--- config.mk ---
export PLATFORM = sky130hd
export DESIGN_NAME = tooth_period_meter
export DESIGN_NICKNAME = d
export VERILOG_FILES = /design/src/rtl/tpm_pkg.sv /design/src/rtl/tpm_sync_edge.sv /design/src/rtl/tpm_period_cnt.sv /design/src/rtl/tpm_mean_filt.sv /design/src/rtl/tooth_period_meter.sv
export SDC_FILE = /design/constraint.sdc
export NUM_CORES = 1
export LEC_CHECK = 0
export CORE_MARGIN = 5
export CORE_UTILIZATION = 60
export DETAILED_ROUTE_END_ITERATION = 6
export GPL_TIMING_DRIVEN = 0
export PLACE_DENSITY = 0.82
export SLEW_MARGIN = 10
export SYNTH_ARGS = -nofsm -noshare
export SYNTH_HDL_FRONTEND = slang
export SYNTH_SLANG_ARGS = --single-unit
--- constraint.sdc ---
create_clock -name clk -period 9.53 [get_ports clk]
set_input_delay 0.953 -clock clk [delete_from_list [all_inputs] [get_ports clk]]
set_output_delay 0.953 -clock clk [all_outputs]
set_load 0.01 [all_outputs]
--- src/rtl/tpm_pkg.sv ---
package tpm_pkg;

  // Bits needed to hold the teeth-per-revolution constant.
  function automatic int unsigned teeth_width(int unsigned teeth);
    return $clog2(teeth + 1);
  endfunction

endpackage

--- src/rtl/tpm_sync_edge.sv ---
module tpm_sync_edge (
  input  logic clk,
  input  logic rst_n_async,
  input  logic sensor_in,
  output logic rst_n_sync,
  output logic rise
);

  logic [1:0] rst_q;
  logic [2:0] smp_q;
  logic [2:0] smp_d;

  // reset: asserted at once, released after two clock edges
  always_ff @(posedge clk or negedge rst_n_async) begin
    if (!rst_n_async) begin
      rst_q <= 2'b00;
    end else begin
      rst_q <= {rst_q[0], 1'b1};
    end
  end

  assign rst_n_sync = rst_q[1];

  // two synchroniser stages plus one history stage for edge detection
  always_comb begin
    smp_d = {smp_q[1:0], sensor_in};
  end

  always_ff @(posedge clk or negedge rst_n_sync) begin
    if (!rst_n_sync) begin
      smp_q <= 3'b000;
    end else begin
      smp_q <= smp_d;
    end
  end

  assign rise = smp_q[1] & ~smp_q[2];

endmodule

--- src/rtl/tpm_period_cnt.sv ---
module tpm_period_cnt #(
  parameter int unsigned CNT_W = 20
) (
  input  logic             clk,
  input  logic             rst_n,
  input  logic             rise,
  output logic             cap_vld,
  output logic [CNT_W-1:0] cap_period,
  output logic             sat
);

  localparam logic [CNT_W-1:0] CNT_MAX = {CNT_W{1'b1}};

  logic [CNT_W-1:0] cnt_q, cnt_d;
  logic             armed_q, armed_d;
  logic             vld_q, vld_d;
  logic [CNT_W-1:0] per_q, per_d;
  logic             per_en;

  assign sat = (cnt_q == CNT_MAX);

  always_comb begin
    cnt_d   = cnt_q;
    armed_d = armed_q;
    if (rise) begin
      cnt_d   = '0;
      armed_d = 1'b1;
    end else if (sat) begin
      armed_d = 1'b0;
    end else begin
      cnt_d = cnt_q + CNT_W'(1);
    end
    per_en = rise & armed_q & ~sat;
    vld_d  = per_en;
    per_d  = cnt_q + CNT_W'(1);
  end

  always_ff @(posedge clk or negedge rst_n) begin
    if (!rst_n) begin
      cnt_q   <= '0;
      armed_q <= 1'b0;
      vld_q   <= 1'b0;
    end else begin
      cnt_q   <= cnt_d;
      armed_q <= armed_d;
      vld_q   <= vld_d;
    end
  end

  always_ff @(posedge clk or negedge rst_n) begin
    if (!rst_n) begin
      per_q <= '0;
    end else if (per_en) begin
      per_q <= per_d;
    end
  end

  assign cap_vld    = vld_q;
  assign cap_period = per_q;

endmodule

--- src/rtl/tpm_mean_filt.sv ---
module tpm_mean_filt #(
  parameter int unsigned CNT_W  = 20,
  parameter int unsigned LOG2_N = 3
) (
  input  logic             clk,
  input  logic             rst_n,
  input  logic             push,
  input  logic [CNT_W-1:0] din,
  input  logic             flush,
  output logic [CNT_W-1:0] mean,
  output logic             strobe
);

  localparam int unsigned N      = 1 << LOG2_N;
  localparam int unsigned SUM_W  = CNT_W + LOG2_N;
  localparam int unsigned FILL_W = LOG2_N + 1;

  logic [CNT_W-1:0]  buf_q [N];
  logic [LOG2_N-1:0] wr_q, wr_d;
  logic [FILL_W-1:0] fill_q, fill_d;
  logic [SUM_W-1:0]  sum_q, sum_d;
  logic [CNT_W-1:0]  mean_q, mean_d;
  logic              stb_q, stb_d;
  logic              full;
  logic [CNT_W-1:0]  oldest;
  logic              wr_en;

  assign full   = (fill_q == FILL_W'(N));
  assign oldest = full ? buf_q[wr_q] : '0;
  assign wr_en  = push & ~flush;

  always_comb begin
    wr_d   = wr_q;
    fill_d = fill_q;
    sum_d  = sum_q;
    mean_d = mean_q;
    stb_d  = 1'b0;
    if (flush) begin
      wr_d   = '0;
      fill_d = '0;
      sum_d  = '0;
      mean_d = '0;
    end else if (push) begin
      sum_d = sum_q + SUM_W'(din) - SUM_W'(oldest);
      wr_d  = wr_q + LOG2_N'(1);
      if (!full) begin
        fill_d = fill_q + FILL_W'(1);
      end
      if (fill_d == FILL_W'(N)) begin
        mean_d = sum_d[SUM_W-1:LOG2_N];
        stb_d  = 1'b1;
      end
    end
  end

  always_ff @(posedge clk or negedge rst_n) begin
    if (!rst_n) begin
      wr_q   <= '0;
      fill_q <= '0;
      sum_q  <= '0;
      mean_q <= '0;
      stb_q  <= 1'b0;
    end else begin
      wr_q   <= wr_d;
      fill_q <= fill_d;
      sum_q  <= sum_d;
      mean_q <= mean_d;
      stb_q  <= stb_d;
    end
  end

  // sample storage: slots are read only once written, so no reset needed
  always_ff @(posedge clk) begin
    if (wr_en) begin
      buf_q[wr_q] <= din;
    end
  end

  assign mean   = mean_q;
  assign strobe = stb_q;

endmodule

--- src/rtl/tooth_period_meter.sv ---
module tooth_period_meter #(
  parameter int unsigned CNT_W  = 20,
  parameter int unsigned LOG2_N = 3,
  parameter int unsigned TEETH  = 100,
  parameter bit          REV_EN = 1'b1,
  localparam int unsigned REV_W = CNT_W + tpm_pkg::teeth_width(TEETH)
) (
  input  logic             clk,
  input  logic             rst_n,
  input  logic             sensor_in,
  output logic [CNT_W-1:0] avg_period,
  output logic             avg_valid,
  output logic             stalled,
  output logic [REV_W-1:0] rev_period
);

  logic             rst_n_core;
  logic             rise;
  logic             cap_vld;
  logic [CNT_W-1:0] cap_period;
  logic             sat;
  logic [CNT_W-1:0] mean;
  logic             strobe;

  tpm_sync_edge u_sync (
    .clk         (clk),
    .rst_n_async (rst_n),
    .sensor_in   (sensor_in),
    .rst_n_sync  (rst_n_core),
    .rise        (rise)
  );

  tpm_period_cnt #(.CNT_W(CNT_W)) u_cnt (
    .clk        (clk),
    .rst_n      (rst_n_core),
    .rise       (rise),
    .cap_vld    (cap_vld),
    .cap_period (cap_period),
    .sat        (sat)
  );

  tpm_mean_filt #(.CNT_W(CNT_W), .LOG2_N(LOG2_N)) u_filt (
    .clk    (clk),
    .rst_n  (rst_n_core),
    .push   (cap_vld),
    .din    (cap_period),
    .flush  (sat),
    .mean   (mean),
    .strobe (strobe)
  );

  assign stalled    = sat;
  assign avg_valid  = strobe;
  assign avg_period = sat ? '0 : mean;

  generate
    if (REV_EN) begin : g_rev
      assign rev_period = REV_W'(avg_period) * REV_W'(TEETH);
    end else begin : g_no_rev
      assign rev_period = '0;
    end
  endgenerate

endmodule

=== Yosys cells after proc, flatten, opt, wreduce, memory -nomap -nowiden ===
Memory sizes are Yosys's and may differ from the RTL's.
Index checks and enable logic that the tools add are counted.
W data, S select, Z words.

* Multiplexer cells: 23
* Bitwise operators: 6
* Order comparisons: 0
* Multiply operators: 1
* Reduce and logical (&&, ||, !) cells: 4
* Equality and inequality tests: 4
* Div/mod/pow operators: 0
* Shift-type cells: 0
* Add/subtract/negate cells: 5

{| class="wikitable"
|+ Operators by type and width
! kind !! count
|-
| $mux W20 || 7
|-
| $mux W23 || 2
|-
| $mul A20 B5 Y25 const B || 1
|-
| $add A23 B20 Y23 || 1
|-
| $sub A23 B20 Y23 || 1
|-
| $add A20 B1 Y20 const B || 1
|-
| $eq A20 B20 Y1 const B || 1
|-
| $mux W4 || 5
|-
| $eq A4 B4 Y1 const B || 2
|-
| $mux W1 || 7
|-
| $mux W3 || 2
|-
| $reduce_bool A2 Y1 || 3
|-
| $add A4 B1 Y4 const B || 1
|-
| $and A1 B1 Y1 || 4
|-
| $add A3 B1 Y3 const B || 1
|-
| $ne A2 B1 Y1 const B || 1
|-
| $not A1 Y1 || 2
|-
| $reduce_and A2 Y1 || 1
|}

* Memories kept: 1
* Output and inout bits: 49
* Register bits: 98
* Bits in latches: 0
* Logic and storage cells: 55
* ROM bits: 0
* Bits in writable memories: 160
* Input port bits: 3

{| class="wikitable"
|+ Memory list
! name !! depth !! bits a word !! rd ports !! clocked after Yosys merged registers in !! write ports !! RTL line !! RTL
|-
| u_filt.buf_q || 8 || 20 || 1 || 0 || 1 || tpm_mean_filt.sv:18 || <nowiki>logic [CNT_W-1:0] buf_q [N];</nowiki>
|}

=== Logic depth before layout (Yosys ltp) ===
Gate-level depths: netlist of the first run.

* Depth in word-level cells: 8
* Depth in mapped cells: 23
* Mapped depth without buffers: 21

=== Hierarchy ===
A second synthesis of the first run with hierarchy kept.

* Cells, all modules: 1,401
* Area, all modules: 15,144.5 um^2

{| class="wikitable"
|+ Modules (own cells, without submodules)
! module !! times used !! area each (um^2) !! sequential area each (um^2) !! cells each
|-
| tpm_mean_filt || 1 || 10,536.4 || 6,080.8 || 876
|-
| tooth_period_meter || 1 || 2,468.6 || 0.0 || 332
|-
| tpm_period_cnt || 1 || 1,996.9 || 1,051.0 || 186
|-
| tpm_sync_edge || 1 || 142.6 || 125.1 || 7
|}

=== Worst setup path after synthesis of the first run ===
No wires, ideal clock.

* Path type: flip-flop to output port
* Start: reg u_cnt.cnt_q[12]
* End: out rev_period[26]
* Setup slack: 3,841 ps
* Buffers on the path: 2
* Required time: 8,577 ps
* Arrival: 4,736 ps
* Stages on the path, launching flop included: 23
* Cells stage by stage: dfrtp_1 and3_1 and3_1 and3_1 nand3_1 or2_0 inv_1 buf_2 buf_2 nor2_1 ha_1 inv_1 fa_1 inv_1 ha_1 o21ai_0 nor4b_1 nor2_1 a211o_1 o211ai_1 o311ai_0 a21oi_1 xor2_1

* Cells in the longest elaborated chain, start to end: 3

{| class="wikitable"
|+ RTL lines
! what !! RTL line !! RTL
|-
| start: declaration || tpm_period_cnt.sv:14 || <nowiki>logic [CNT_W-1:0] cnt_q, cnt_d;</nowiki>
|-
| start signal: assignment || tpm_period_cnt.sv:44 || <nowiki>cnt_q <= cnt_d;</nowiki>
|-
| $eq A20 B20 Y1 || tpm_period_cnt.sv:20 || <nowiki>assign sat = (cnt_q == CNT_MAX);</nowiki>
|-
| via stalled || tooth_period_meter.sv:13 || <nowiki>output logic stalled,</nowiki>
|-
| $mux W20 || tooth_period_meter.sv:54 || <nowiki>assign avg_period = sat ? '0 : mean;</nowiki>
|-
| $mul A20 B5 Y25 || tooth_period_meter.sv:58 || <nowiki>assign rev_period = REV_W'(avg_period) * REV_W'(TEETH);</nowiki>
|-
| end: declaration || tooth_period_meter.sv:14 || <nowiki>output logic [REV_W-1:0] rev_period</nowiki>
|}

The timed path passes the listed nets, and every way through them passes these cells.

=== Final worst setup path of the first run ===
* Start: reg u_cnt.cnt_q[12]
* End: out rev_period[26]

* Cells in the longest elaborated chain, start to end: 3

{| class="wikitable"
|+ RTL lines
! what !! RTL line
|-
| $eq A20 B20 Y1 || tpm_period_cnt.sv:20
|-
| $mux W20 || tooth_period_meter.sv:54
|-
| $mul A20 B5 Y25 || tooth_period_meter.sv:58
|}

No other way between the ends.

==> flow_summary_export.csv, run 1 <==
group,metric,value,unit
clock_network,htreeDepth,1,
critical_path,cp_max_fo,10,
sta,worst_slack,1.70,ns
global_route,grt_overflow_total,0,
power,combPwrFrac,60.8,%
clock_network,clk_pin_slew,0.06,ns
yosys,synth-edff-count,160,
critical_path,r2r_slack,4.16,ns
critical_path,r2r_start,"u_filt.wr_q[0]",
sta,final_max_slew_viol_count,0,
critical_path,crit_type,"reg -> out",
critical_path,cp_num_buf_inv,6,
placed_design,place_congestion,0.897,
detailed_routing,drt_pass1_iterations,5,
final_layout,drive_gt1_share,10.7,%
critical_path,crit_family,"simple AND/OR/NAND/NOR gates",
critical_path,endpoint_kind,"output port",
final_layout,fillers,1594,
detailed_routing,detail-route-antenna-nets,0,
critical_path,path_cells,"and3_1 > and3_1 > and3_1 > nand3_1 > or2_0 > inv_1 > buf_2 > buf_2 > nor2_1 > ha_1 > inv_1 > fa_1 > inv_1 > ha_1 > o21ai_0 > nor4b_1 > nor2_1 > a211o_1 > o211ai_1 > o311ai_0 > a21oi_1 > xor2_1 > clkdlybuf4s50_1",
clock_network,clockBufferDepth,3,
detailed_routing,drc,0,
yosys,yosysWarnings,0,
yosys,ys_top_cells_by_count,"edfxtp_1 (160), inv_1 (160), nor2_1 (104), dfrtp_1 (98), ha_1 (81)",
worst_hold_path,min_path_type,"reg -> async",
detailed_routing,wl_met3,2.43,mm
power,power_frac_clock,16.1,%
power,power_frac_seq,23.1,%
global_route,grt_pass1_wl,53.4,mm
yosys,syn-cell-area,14300,µm²
detailed_routing,topRoutingLayerUsed,"met4",
die,dieArea,27000,µm²
sta,finalCritPeriodShare,82.2,%
global_route,grt_max_degree,61,
critical_path,slowest_delay,0.55,ns
detailed_routing,vias_per_cell,5.91,
yosys,ys_async_sr_fraction,38.0,%
sta,tns,0,ns
power,p_int,3.86,mW
sta,fin_crit,7.83,ns
clock_network,cts_tree,"built",
clock_network,post_cts_buffers,0,
power,p_per_area,405,nW/µm²
final_layout,antennaDiodeCount,0,
clock_network,postCtsResizedCells,0,
yosys,postSynthCellCount,1215,
critical_path,worst_setup_path_start_kind,"flop",
yosys,synth_seq_cells,258,
final_layout,final_area,16300,µm²
critical_path,cp.arrival,6.88,ns
final_layout,final-seq-area,7260,µm²
yosys,synth.top_cell.area_share,33.6,%
placed_design,place_inst,1603,
critical_path,rr_endpoint,"u_filt.sum_q[22]",
sta,worst_slew_pin_slew,0.951,ns
global_route,grtUsageTotal,25.3,%
outcome,outcome,"finished, final reports clean",
yosys,synth_top_cell_by_area,"edfxtp_1",
sta,rsz0062_at_grt,"false",
sta,max-slew-margin-rel,36.6,%
placed_design,placed_cell_area,15400,µm²
power,p_sw_share,41.5,%
clock_network,cts_buffers,27,
sta,fin_worst_skew,0.0138,ns
detailed_routing,wl_met2,16.5,mm
sta,hold_violations,0,
global_route,grt_pass1_vias,10000,
run,drv_cap,0,
clock_network,clkLatencyLatePin,0.55,ns
yosys,yosysSeqAreaShare,50.8,%
detailed_routing,met1_length,13.2,mm
critical_path,slowest_stage,"clkdlybuf4s50_1",
global_route,antenna_found_initial,0,
final_layout,syn2layout_area_growth,14.2,%
sta,setup_viol,0,
placed_design,place_hpwl,23.2,mm
yosys,synth.distinct_cells,57,
critical_path,cp.required,8.58,ns
final_layout,final_nets,1431,
die,rows,56,
power,peakVddDrop,0.374,mV
power,p_sw,2.74,mW
detailed_routing,drt_iter0_drc,870,
detailed_routing,vias,9758,
die,coreArea,23500,µm²
power,cellLeakagePower,7.03,nW
yosys,synth_area_leaders,"edfxtp_1 (34%), dfrtp_1 (17%), ha_1 (7.1%), mux4_2 (6.3%), fa_1 (4.8%)",
die,start_util,60.8,%
yosys,syn_avg_cell_area,11.8,µm²
critical_path,reg2regPathDepth,16,
die,io_pins,52,
final_layout,final_cells,1651,
clock_network,cts_sinks,258,
clock_network,cts_hold_buf,0,
detailed_routing,wl_per_cell,20.0,µm
die,die_x,164,µm
placed_design,io_buffers,49,
yosys,synth_ff_type,"edfxtp_1",
sta,fmax,128,MHz
clock_network,cts_root_buf,"clkbuf_16",
placed_design,pre_cts_ws,2.40,ns
die,dieHeight,164,µm
detailed_routing,drt_wl_total,33.1,mm
final_layout,multiInputGateArea,6220,µm²
power,total_power,6.60,mW
## sequential cells by signal, summed over array words and instances, names as in the netlist
register          flops
u_cnt.armed_q         1
u_cnt.cap_period     20
u_cnt.cap_vld         1
u_cnt.cnt_q          20
u_filt.buf_q        160
u_filt.fill_q         4
u_filt.mean          20
u_filt.strobe         1
u_filt.sum_q         23
u_filt.wr_q           3
u_sync.rst_q          2
u_sync.smp_q          3
## placed cells by master, fill, tap and decap left out, types with 5 or more instances in the layout
cell type	instances
a21o_1	19
nor2_1	103
edfxtp_1	160
or3_1	5
nor3_1	13
and2_1	11
dfrtp_1	97
xor2_1	27
nand2_1	79
clkbuf_16	27
clkbuf_1	34
and3_1	19
nand3_1	21
inv_1	160
mux4_2	40
mux2i_1	54
ha_1	81
clkdlybuf4s50_1	49
buf_2	15
a211oi_1	7
o21ai_0	31
buf_4	17
fa_1	34
xnor2_1	48
buf_6	6
a31oi_1	5
a21oi_1	70
nand2b_1	7
o21bai_1	5
## layer usage
layer	GRT usage, %	vias up
met5	0	-
met1	33.7	4834
met3	3.56	89
met4	6.60	0
met2	43.9	427
li1	-	4408
## power groups by stage
stage               Sequential [mW]  Clock [mW]  Combinational [mW]
finish                         1.52        1.06                4.01
global route                   1.54        1.12                4.46
CTS                            1.52        1.07                4.01
detailed placement             1.54           0                3.95
global placement               1.54           0                3.82
floorplan                      1.50           0                2.76
## cells by family after synthesis
group                    synth area share [%]
other                                  0.0526
XOR/XNOR                                 4.60
adder cells (fa/ha/maj)                  11.9
AND/OR/NAND/NOR                          9.24
buffers and inverters                    5.91
multiplexers                             10.3
AO/OA/AOI/OAI                            7.25
flip-flops                               50.8
## worst register-to-register path, stage by stage (launching register included)
cell and delay (ns):
dfrtp_1 0.36, clkbuf_1 0.55, buf_2 0.50, mux4_2 0.59
mux2i_1 0.27, nor2_1 0.11, fa_1 0.52, inv_1 0.05
ha_1 0.37, a21oi_1 0.31, nand2_1 0.15, o31ai_1 0.39
o31ai_2 0.19, a311oi_2 0.39, xnor2_1 0.12, or3_1 0.31
a21oi_1 0.14
## through the flow
stage	hold WS, ns	util, %
detailed placement	0.323	65.7
finish	0.306	69.5
floorplan	0.331	-
global placement	0.337	64.6
CTS	0.326	69.5
global route	0.359	69.5
## final cells by class
cell class,instances,area share [%]
timing repair buffer,68,4.19
sequential,258,44.5
buffer,54,1.50
multi-input combinational,744,38.2
tap,319,2.45
inverter,160,3.68
clock buffer,33,4.40
clock inverter,15,1.08
## worst max-delay path by stage
stage / from / slack, ns / to / depth (start not counted)
6_report: u_cnt.cnt_q[12] / 1.70 / rev_period[26] / 23
5_1_grt: u_cnt.cnt_q[12] / 1.23 / rev_period[26] / 23
4_1_cts: u_cnt.cnt_q[12] / 1.77 / rev_period[26] / 23
3_5_place_dp: u_cnt.cnt_q[12] / 2.40 / rev_period[26] / 23
3_3_place_gp: u_cnt.cnt_q[12] / 2.46 / rev_period[26] / 23
2_1_floorplan: u_cnt.cnt_q[12] / 3.84 / rev_period[26] / 22
(Power assumes the default switching activity.)
==> run 2, diff against run 1 <==
==> constraint.sdc (replaced) <==
create_clock -name clk -period 7.8 [get_ports clk]
set_input_delay 0.78 -clock clk [delete_from_list [all_inputs] [get_ports clk]]
set_output_delay 0.78 -clock clk [all_outputs]
set_load 0.01 [all_outputs]
==> run 2 against run 1 <==
  * Core utilization is essentially flat
  * Sequential share of layout area is essentially flat
  * Critical path depth is the same
  * Sequential power grew 22%
  * Clock power grew 23%
  * Non-clock buffer count is the same
  * Clock skew shrank 0.0015 ns
  * Register-to-register slack lost 1.7 ns
  * Via count grew 0.10%
  * Combinational power grew 22%
  * Total power grew 22%
  * Final area is essentially flat
  * Critical path type unchanged
  * Largest power group unchanged
  * Highest routed layer unchanged
==> flow_summary_export.csv, run 2 (synthesis gave the netlist of run 1 again) <==
group,metric,value,unit
outcome,outcome,"finished, final reports clean",
global_route,grt_pass1_wl,53.4,mm
final_layout,largest_register_ffs,160,
global_route,grt_pass1_vias,10000,
clock_network,cts_tree,"built",
final_layout,antennaDiodeCount,0,
placed_design,place_congestion,0.897,
final_layout,top_register,"u_filt.buf_q",
final_layout,drive_gt1_share,10.7,%
sta,worst_slack,0.423,ns
clock_network,cts_sinks,258,
power,p_int,4.72,mW
sta,finalCritPeriodShare,94.6,%
global_route,grt_max_degree,61,
detailed_routing,drt_wl_total,33.1,mm
clock_network,cts_buffers,27,
detailed_routing,drt_pass1_iterations,5,
clock_network,clk_pin_slew,0.06,ns
detailed_routing,vias,9768,
final_layout,fillers,1592,
placed_design,pre_cts_ws,0.839,ns
final_layout,final_nets,1431,
worst_hold_path,min_path_type,"reg -> async",
die,die_x,164,µm
detailed_routing,vias_per_cell,5.92,
die,dieArea,27000,µm²
clock_network,clockBufferDepth,3,
placed_design,place_hpwl,23.2,mm
final_layout,final-seq-area,7260,µm²
power,peakVddDrop,0.457,mV
final_layout,utilization,69.5,%
detailed_routing,detail-route-antenna-nets,0,
final_layout,multiInputGateArea,6230,µm²
final_layout,final_cells,1651,
die,rows,56,
power,p_per_area,495,nW/µm²
detailed_routing,drc,0,
global_route,grt_overflow_total,0,
sta,worst_slew_pin_slew,0.966,ns
power,power_frac_seq,23.1,%
clock_network,cts_hold_buf,0,
sta,max-slew-margin-rel,35.6,%
critical_path,worst_setup_path_start_kind,"flop",
clock_network,clkLatencyLatePin,0.55,ns
clock_network,htreeDepth,1,
sta,final_max_slew_viol_count,0,
final_layout,syn2layout_area_growth,14.2,%
sta,fin_crit,7.38,ns
global_route,antenna_found_initial,0,
sta,setup_viol,0,
die,dieHeight,164,µm
detailed_routing,drt_iter0_drc,816,
power,combPwrFrac,60.9,%
placed_design,io_buffers,49,
power,p_sw_share,41.5,%
global_route,grtUsageTotal,25.3,%
critical_path,cp_max_fo,10,
placed_design,place_inst,1603,
clock_network,postCtsResizedCells,0,
sta,tns,0,ns
sta,fmax,136,MHz
power,power_frac_clock,16.1,%
sta,whs,0.301,ns
detailed_routing,wl_per_cell,20.0,µm
critical_path,cp.arrival,6.60,ns
run,drv_cap,0,
critical_path,endpoint_kind,"output port",
critical_path,cp.required,7.02,ns
die,coreArea,23500,µm²
final_layout,reg_top3,"u_filt.buf_q: 160 flops, u_filt.sum_q: 23 flops",
final_layout,layout_common_cells,"inv_1 (160), edfxtp_1 (160), nor2_1 (103), dfrtp_1 (97), ha_1 (81)",
clock_network,cts_root_buf,"clkbuf_16",
sta,hold_violations,0,
sta,fin_worst_skew,0.0123,ns
power,p_sw,3.35,mW
die,io_pins,52,
die,start_util,60.8,%
power,cellLeakagePower,7.04,nW
critical_path,crit_type,"reg -> out",
clock_network,post_cts_buffers,0,
==> run 2: changes by cell type in the layout (fill, tap and decap cells not counted) <==
cell      change
buf_2         -1
clkbuf_4      +1
nor4b_1       -1
nor4b_2       +1
o311ai_0      -1
o311ai_1      +1
or2_0         -1
or2_1         +1
==> run 2: per-layer routing <==
metal | routed length, µm | track usage [%]
met5 | 0 | 0
met4 | 1030 | 6.60
met3 | 2370 | 3.56
met2 | 16400 | 43.9
met1 | 13300 | 33.7
==> run 2: power groups by stage <==
stage | Clock (mW) | Sequential [mW] | Combinational, mW
2_1_floorplan | 0 | 1.83 | 3.37
3_3_place_gp | 0 | 1.88 | 4.67
3_5_place_dp | 0 | 1.88 | 4.82
4_1_cts | 1.31 | 1.86 | 4.90
5_1_grt | 1.37 | 1.89 | 5.45
6_report | 1.30 | 1.86 | 4.91
==> run 2: worst paths after layout <==
| path | cells after the start | slack, ns | start | endpoint |
|---|---|---|---|---|
| setup / recovery | 23 | 0.42 | u_cnt.cnt_q[12] | rev_period[26] |
| hold / removal | 0 | 0.30 | u_sync.rst_q[1] | u_cnt.armed_q |
| setup reg to reg | 16 | 2.43 | u_filt.wr_q[0] | u_filt.sum_q[22] |
| hold reg to reg | 0 | 0.30 | u_sync.rst_q[1] | u_cnt.armed_q |
| max in group asynchronous | 1 | 6.82 | u_sync.rst_q[1] | u_filt.fill_q[2] |
| min in group clk | 0 | 0.36 | u_sync.rst_q[0] | u_sync.rst_q[1] |
==> run 2: critical path: stages, from the launching register on <==
cell,delay [ns]
dfrtp_1,0.42
and3_1,0.22
and3_1,0.23
and3_1,0.28
nand3_1,0.23
or2_1,0.39
inv_1,0.10
buf_2,0.32
buf_2,0.31
nor2_1,0.08
ha_1,0.28
inv_1,0.05
fa_1,0.49
inv_1,0.04
ha_1,0.34
o21ai_0,0.16
nor4b_2,0.33
nor2_1,0.10
a211o_1,0.32
o211ai_1,0.27
o311ai_1,0.15
a21oi_1,0.23
xor2_1,0.16
clkdlybuf4s50_1,0.55
==> run 2: layout make-up <==
cell class,count,share of cell area (%)
clock inverters,15,1.08
well taps,319,2.45
repair buffers,68,4.19
clock buffers,33,4.40
inverters,160,3.68
plain buffers,54,1.51
multi-input cells,744,38.2
flip-flops and latches,258,44.5
==> run 2: through the flow <==
stage | cell area (µm²) | power (mW)
2_1_floorplan | 14300 | 5.20
3_3_place_gp | 15200 | 6.55
3_5_place_dp | 15400 | 6.70
4_1_cts | 16300 | 8.07
5_1_grt | 16300 | 8.71
6_report | 16300 | 8.07
==> run 3, diff against run 2 <==
--- a/config.mk
+++ b/config.mk
@@ -5,6 +5,7 @@
 export SDC_FILE = /design/constraint.sdc
 export NUM_CORES = 1
 export LEC_CHECK = 0
+export CAP_MARGIN = 40
 export CORE_MARGIN = 5
 export CORE_UTILIZATION = 60
 export DETAILED_ROUTE_END_ITERATION = 6
==> run 3 against run 2 <==
  * Sequential cell count did not move
  * Non-clock buffer count rose by 1
  * Sequential share of layout area fell by 0.19 points
  * Critical path type unchanged
  * Largest power group unchanged
==> flow_summary_export.csv, run 3 (synthesis gave the netlist of run 1 again) <==
group,metric,value,unit
detailed_routing,drt_pass1_iterations,6,
sta,tns,0,ns
worst_hold_path,min_path_type,"reg -> async",
global_route,grt_overflow_total,0,
placed_design,place_congestion,0.897,
sta,finalCritPeriodShare,94.7,%
critical_path,r2r_start,"u_filt.wr_q[0]",
final_layout,layout_common_cells,"inv_1 (160), edfxtp_1 (160), nor2_1 (103), dfrtp_1 (97), ha_1 (81)",
sta,worst_slew_pin_slew,0.921,ns
clock_network,cts_hold_buf,0,
final_layout,multiInputGateArea,6230,µm²
power,cellLeakagePower,7.08,nW
final_layout,final_nets,1432,
critical_path,crit_type,"reg -> out",
sta,fin_crit,7.39,ns
power,p_per_area,497,nW/µm²
final_layout,top_register,"u_filt.buf_q",
critical_path,rr_endpoint,"u_filt.sum_q[22]",
run,drv_cap,0,
die,io_pins,52,
clock_network,htreeDepth,1,
final_layout,fillers,1561,
critical_path,cp.arrival,6.61,ns
global_route,grt_pass1_vias,10100,
placed_design,io_buffers,49,
clock_network,cts_sinks,258,
placed_design,place_hpwl,23.5,mm
sta,rsz0062_at_grt,"false",
final_layout,largest_register_ffs,160,
critical_path,cp_max_fo,10,
global_route,grt_pass1_wl,53.6,mm
detailed_routing,drc,0,
sta,max-slew-margin-rel,38.5,%
final_layout,final-seq-area,7260,µm²
final_layout,reg_top3,"u_filt.buf_q: 160 flops, u_filt.sum_q: 23 flops",
die,die_x,164,µm
die,dieHeight,164,µm
die,coreArea,23500,µm²
global_route,grt_max_degree,61,
critical_path,worst_setup_path_start_kind,"flop",
clock_network,clockBufferDepth,3,
global_route,antenna_found_initial,0,
detailed_routing,drt_wl_total,33.5,mm
detailed_routing,vias,9780,
final_layout,syn2layout_area_growth,14.7,%
power,peakVddDrop,0.405,mV
final_layout,antennaDiodeCount,0,
sta,fin_worst_skew,0.0130,ns
critical_path,reg2regPathDepth,16,
critical_path,endpoint_kind,"output port",
clock_network,clkLatencyLatePin,0.55,ns
global_route,grtUsageTotal,25.7,%
clock_network,cts_buffers,27,
critical_path,r2r_slack,2.39,ns
critical_path,cp.required,7.02,ns
die,rows,56,
outcome,outcome,"finished, final reports clean",
placed_design,place_inst,1604,
die,dieArea,27000,µm²
sta,final_max_slew_viol_count,0,
final_layout,drive_gt1_share,11.0,%
sta,setup_viol,0,
clock_network,cts_root_buf,"clkbuf_16",
detailed_routing,drt_iter0_drc,1041,
sta,hold_violations,0,
sta,fmax,135,MHz
die,start_util,60.8,%
detailed_routing,vias_per_cell,5.91,
clock_network,cts_tree,"built",
detailed_routing,wl_per_cell,20.2,µm
clock_network,clk_pin_slew,0.06,ns
final_layout,final_cells,1654,
detailed_routing,detail-route-antenna-nets,0,
==> run 3: cell types whose count changed in the layout (fill, tap and decap cells not counted), sizes merged <==
cell and delta:
inv -1, clkbuf +1, clkinvlp -2, clkinv +3
bufinv +2
==> run 3: where the power goes <==
part / total, mW / switching (mW) / leakage, nW / internal, mW
registers: 1.86 / 0.170 / 2.70 / 1.69
clock network: 1.37 / 0.543 / 0.468 / 0.826
logic: 4.92 / 2.65 / 3.91 / 2.27
==> run 3: final cells by class <==
type                       count  share of cell area [%]
timing repair buffer          69                    4.24
buffer                        54                    1.52
tap                          319                    2.44
sequential                   258                    44.3
clock inverter                17                    1.42
multi-input combinational    744                    38.0
inverter                     160                    3.67
clock buffer                  33                    4.38
==> run 3: critical path: stages (launching register included) <==
cell and delay (ns):
dfrtp_1 0.42, and3_1 0.22, and3_1 0.22, and3_1 0.27, nand3_1 0.23, or2_1 0.41
inv_1 0.13, clkbuf_4 0.27, buf_2 0.29, nor2_1 0.08, ha_1 0.28, inv_1 0.05
fa_1 0.49, inv_1 0.04, ha_1 0.34, o21ai_0 0.17, nor4b_2 0.34, nor2_1 0.10
a211o_1 0.31, o211ai_1 0.28, o311ai_1 0.16, a21oi_1 0.24, xor2_1 0.16, clkdlybuf4s50_1 0.55
==> run 3: worst max-delay path by stage <==
stage	startpoint	end	slack, ns
global placement	u_cnt.cnt_q[12]	rev_period[26]	0.91
global route	u_cnt.cnt_q[12]	rev_period[26]	0.005
finish	u_cnt.cnt_q[12]	rev_period[26]	0.41
CTS	u_cnt.cnt_q[12]	rev_period[26]	0.16
floorplan	u_cnt.cnt_q[12]	rev_period[26]	2.28
detailed placement	u_cnt.cnt_q[12]	rev_period[26]	0.81
==> run 3: repair_timing <==
item / 4_1_cts / 5_1_grt
resized for setup: 0 / 5
endpoints found under the setup margin: 0 / 4
setup buffers: 0 / 0
==> run 3: stage by stage <==
step	hold slack, ns	instance area [µm²]	power, mW	utilization, %	setup WS, ns
5_1_grt	0.366	16400	8.78	69.8	0.00450
6_report	0.307	16400	8.15	69.8	0.412
2_1_floorplan	0.331	14300	5.20	-	2.28
4_1_cts	0.326	16400	8.15	69.8	0.160
3_5_place_dp	0.326	15400	6.71	65.7	0.808
3_3_place_gp	0.337	15200	6.55	64.6	0.907
==> run 3: metal layers <==
| metal | share of wire [%] | routed length, µm | global-route usage (%) | vias to the layer above |
|---|---|---|---|---|
| met1 | 39 | 13100 | 33.2 | 4862 |
| met5 | 0 | 0 | 0 | - |
| met4 | 4.5 | 1500 | 9.99 | 0 |
| met3 | 7.2 | 2430 | 4.69 | 102 |
| met2 | 49 | 16400 | 43.5 | 401 |
| li1 | - | - | - | 4415 |
